$ cat src/rtl/pa_class_pkg.sv
package pa_class_pkg;
  typedef struct packed {
    logic uc;       // either marker bit set
    logic use_hi;   // bit 40 convention (wins when both set)
    logic use_lo;   // bit 39 convention only
    logic in_win;   // at or above register window base
  } pa_class_t;
endpackage

$ cat src/rtl/pa_class_decode.sv
module pa_class_decode
  import pa_class_pkg::*;
#(
  parameter int          ADDR_W   = 44,
  parameter int          LO_BIT   = 39,
  parameter int          HI_BIT   = 40,
  parameter logic [43:0] WIN_BASE = 44'hFFFFFF00000
) (
  input  logic [ADDR_W-1:0] addr,
  output pa_class_t         cls
);
  localparam logic [ADDR_W-1:0] BASE = WIN_BASE[ADDR_W-1:0];

  logic hi_set, lo_set;

  always_comb begin
    hi_set     = addr[HI_BIT];
    lo_set     = addr[LO_BIT];
    cls.uc     = hi_set | lo_set;
    cls.use_hi = hi_set;
    cls.use_lo = lo_set & ~hi_set;
    cls.in_win = (addr >= BASE);
  end
endmodule

$ cat src/rtl/pa_class_history.sv
module pa_class_history
  import pa_class_pkg::*;
(
  input  logic      clk,
  input  logic      rst,
  input  logic      take,
  input  pa_class_t cls,
  output logic      conflict_err
);
  logic seen_lo, seen_hi, sticky;
  logic clash;

  always_comb begin
    clash = (cls.use_hi & seen_lo) | (cls.use_lo & seen_hi);
  end

  always_ff @(posedge clk) begin
    if (rst) begin
      seen_lo <= 1'b0;
      seen_hi <= 1'b0;
      sticky  <= 1'b0;
    end else if (take) begin
      if (cls.use_hi) seen_hi <= 1'b1;
      if (cls.use_lo) seen_lo <= 1'b1;
      if (clash)      sticky  <= 1'b1;
    end
  end

  assign conflict_err = sticky;
endmodule

$ cat src/rtl/pa_class_outstage.sv
module pa_class_outstage
  import pa_class_pkg::*;
(
  input  logic      clk,
  input  logic      rst,
  input  logic      in_valid,
  input  pa_class_t cls,
  input  logic      misspec,
  input  logic      out_ready,
  output logic      in_ready,
  output logic      take,
  output logic      out_valid,
  output logic      out_uncached,
  output logic      out_ipr_err
);
  logic vld_q, uc_q, err_q;
  logic err_d;

  always_comb begin
    in_ready = ~vld_q | out_ready;
    take     = in_valid & in_ready;
    err_d    = cls.uc & cls.in_win & ~misspec;
  end

  always_ff @(posedge clk) begin
    if (rst) begin
      vld_q <= 1'b0;
      uc_q  <= 1'b0;
      err_q <= 1'b0;
    end else if (take) begin
      vld_q <= 1'b1;
      uc_q  <= cls.uc;
      err_q <= err_d;
    end else if (out_ready) begin
      vld_q <= 1'b0;
    end
  end

  assign out_valid    = vld_q;
  assign out_uncached = uc_q;
  assign out_ipr_err  = err_q & vld_q;
endmodule

$ cat src/rtl/pa_class_top.sv
module pa_class_top
  import pa_class_pkg::*;
#(
  parameter int          ADDR_W   = 44,
  parameter int          LO_BIT   = 39,
  parameter int          HI_BIT   = 40,
  parameter logic [43:0] WIN_BASE = 44'hFFFFFF00000
) (
  input  logic              clk,
  input  logic              rst,
  input  logic              in_valid,
  output logic              in_ready,
  input  logic [ADDR_W-1:0] in_addr,
  input  logic              in_misspec,
  output logic              out_valid,
  input  logic              out_ready,
  output logic              out_uncached,
  output logic              out_ipr_err,
  output logic              conflict_err
);
  pa_class_t cls;
  logic      take;

  pa_class_decode #(
    .ADDR_W(ADDR_W), .LO_BIT(LO_BIT), .HI_BIT(HI_BIT), .WIN_BASE(WIN_BASE)
  ) i_decode (
    .addr(in_addr),
    .cls (cls)
  );

  pa_class_outstage i_out (
    .clk         (clk),
    .rst         (rst),
    .in_valid    (in_valid),
    .cls         (cls),
    .misspec     (in_misspec),
    .out_ready   (out_ready),
    .in_ready    (in_ready),
    .take        (take),
    .out_valid   (out_valid),
    .out_uncached(out_uncached),
    .out_ipr_err (out_ipr_err)
  );

  pa_class_history i_hist (
    .clk         (clk),
    .rst         (rst),
    .take        (take),
    .cls         (cls),
    .conflict_err(conflict_err)
  );
endmodule

$ cat config.mk
export PLATFORM = sky130hd
export DESIGN_NAME = pa_class_top
export DESIGN_NICKNAME = d
export VERILOG_FILES = /design/src/rtl/pa_class_pkg.sv /design/src/rtl/pa_class_decode.sv /design/src/rtl/pa_class_history.sv /design/src/rtl/pa_class_outstage.sv /design/src/rtl/pa_class_top.sv
export SDC_FILE = /design/constraint.sdc
export NUM_CORES = 1
export LEC_CHECK = 0
export ABC_AREA = 1
export CAP_MARGIN = 40
export CORE_MARGIN = 3
export CORE_UTILIZATION = 23
export DETAILED_ROUTE_END_ITERATION = 7
export PLACE_DENSITY = 0.91
export RECOVER_POWER = 100
export SKIP_CTS_REPAIR_TIMING = 1
export SLEW_MARGIN = 20
export SYNTH_ARGS = -nofsm -noshare
export SYNTH_HDL_FRONTEND = slang
export SYNTH_SLANG_ARGS = --single-unit
$ cat constraint.sdc
create_clock -name clk -period 1.7 [get_ports clk]
set_input_delay 0.17 -clock clk [delete_from_list [all_inputs] [get_ports clk]]
set_output_delay 0.17 -clock clk [all_outputs]
set_load 0.05 [all_outputs]
==> metrics.cfg <==
[run_status]
status = completed

[cells_and_area]
num_antenna_cells = 0
areaGrowthSynthToFinish_pct = 98.5
nets = 143
drive_gt1_share_pct = 7.61
final_core_util_pct = 50.6

[routing]
post-route-drc-count = 0
routed_via_density = 4.24
routedWlPerCell_um = 10.0
wl_um = 1070
drt-initial-drc-count = 3
drt_first_pass_iters = 3
dr_total_vias = 454
antenna_left = 0

[setup_path]
crit_family = buffers and inverters
cp_num_buf_inv = 1
crit_chain = dlygate4sd3_1
cpPeakStageDelay_ns = 0.87
crit_type = flip-flop to primary output
cp-start-kind = flip-flop
r2r_cells = 5
crit_path_end_kind = primary output
slowest_stage = dlygate4sd3_1
timing.rr.end = i_out.err_q
r2r_setup_slack_ns = 0.56
startpoint = i_hist.conflict_err
path_depth = 1
endpoint = conflict_err
worstPathRequired_ns = 1.53
r2r_start = i_out.out_valid
cp_max_fo = 2
crit_arrival_ns = 1.42

[yosys]
synth_top_flop_cell = dfxtp_1
yosysWarnings = 0
avgSynthCellArea_um2 = 6.14
synth.most_common_cell = nand2_1
synth_top_area_cell = dfxtp_1
async_flop_share_pct = 0
mappedNetlistArea_um2 = 344
syn_nets = 105
yosysTopAreaCellShare_pct = 34.9
syn_inst = 56
synthTopCellsByCount = nand2_1, nor2_1, inv_1
synth_edf_count = 0
ys_types = 13
synthTopCellsByArea = dfxtp_1, nand2_1, nor2_1
ys_ff_latch = 6
synth.yosys.seq_area_share_pct = 34.9

[floorplan]
start_util_pct = 25.5
core_um2 = 1350
chipHeight_um = 44.7
dieArea_um2 = 2000
ios = 54
row_count = 13
die_w_um = 44.7

[cts]
cts_tree = done
cts_sinks = 6
ctsHtreeMaxLevel = 1
cts-buffers-inserted = 3
worstSkewPairLatency_ns = 0.24
clockBufferDepth = 2
clkTransAtPathRegs_ns = 0.04
clockRootBuffer = clkbuf_4

[timing]
worstMarginPinSlew_ns = 0.608
setup_viol_count_final = 0
finalHoldViolCount = 0
drv_slew = 0
max_freq_mhz = 630
rsz0062_at_grt = false
setup_tns_ns = 0
period_share_pct = 93.4
fin_crit_ns = 1.59
slew_headroom_pct = 59.6
finalClockSkew_ns = 0.00519

[grt]
grt_first_pass_wirelength_um = 1700
grt_pass1_vias = 438
gr-total-overflow = 0
grtUsageTotal_pct = 12.3
antenna_found_initial = 0
grt_max_degree = 7

[placed_design]
numPortBuffers = 33
place.gp.congestion = 0.678
hpwl_um = 952

[power_and_ir_drop]
vdd_drop_max_mv = 0.367
p_per_area_nw_per_um2 = 583
p_leak_uw = 0.000287

[min_path]
hp-class = flip-flop to flip-flop

[job]
maxCapViolations = 0

layout by cell type (no fill, tap or decap):
| cell | instances |
|---|---|
| nand2_2 | 2 |
| clkdlybuf4s50_1 | 28 |
| inv_1 | 7 |
| a21oi_2 | 1 |
| nor2_1 | 9 |
| inv_2 | 1 |
| dfxtp_1 | 6 |
| nand2_1 | 20 |
| clkbuf_1 | 3 |
| o21ai_1 | 1 |
| a21oi_1 | 6 |
| o21ai_0 | 1 |
| clkbuf_4 | 3 |
| dlygate4sd3_1 | 2 |
| nand3_1 | 2 |
worst reg2reg max path, cell delays in order (launching register included):
cell	delay, ns
dfxtp_1	0.33
a21oi_1	0.41
nand2_2	0.07
nor2_1	0.11
nand2_1	0.07
a21oi_2	0.10
flip-flops by register name (all words and copies together), names as in the netlist:
name / flops
i_hist.seen_lo: 1
i_hist.conflict_err: 1
i_out.out_valid: 1
i_hist.seen_hi: 1
i_out.out_uncached: 1
i_out.err_q: 1
layout make-up:
class / instances / area (um2)
fillers: 147 / 667
repair buffers: 33 / 312
multi-input cells: 42 / 180
flip-flops and latches: 6 / 120
inverters: 8 / 30.0
clock buffers: 3 / 22.5
well taps: 15 / 18.8
metal layers:
metal / routed length, um / part of all wire [%] / track usage [%]
met2: 599 / 56 / 22.6
met3: 81 / 7.6 / 7.72
met1: 376 / 35 / 10.4
met4: 12 / 1.1 / 4.82
met5: 0 / 0 / 0
metrics by stage:
| stage | instances | total power [uW] | worst slack, ns | area [um2] | hold slack, ns |
|---|---|---|---|---|---|
| finish | 107 | 398 | 0.113 | 683 | 0.453 |
| floorplan | 56 | 200 | 0.260 | 344 | 0.232 |
| CTS | 107 | 418 | 0.133 | 721 | 0.452 |
| global route | 107 | 425 | 0.0659 | 683 | 0.469 |
| global placement | 104 | 281 | 0.421 | 698 | 0.439 |
| detailed placement | 104 | 284 | 0.397 | 698 | 0.445 |
report_power, final:
part | switching [uW] | internal [uW]
logic | 48.6 | 70.5
clock network | 47.5 | 79.6
registers | 3.80 | 148
how the worst min path moves through the flow:
stage	to	cells past startpoint	startpoint
6_report	i_hist.seen_lo	2	i_hist.seen_lo
3_3_place_gp	i_hist.seen_hi	2	i_hist.seen_hi
4_1_cts	i_hist.seen_hi	2	i_hist.seen_hi
3_5_place_dp	i_hist.seen_hi	2	i_hist.seen_hi
5_1_grt	i_hist.seen_lo	2	i_hist.seen_lo
2_1_floorplan	i_out.err_q	1	rst
logic make-up after synthesis:
kind of cell	after synthesis	synth area share, %
compound gates	9	17.5
buf+inv	8	8.73
flops	6	34.9
simple gates	33	38.9
Power figures use the tool's default switching activity.
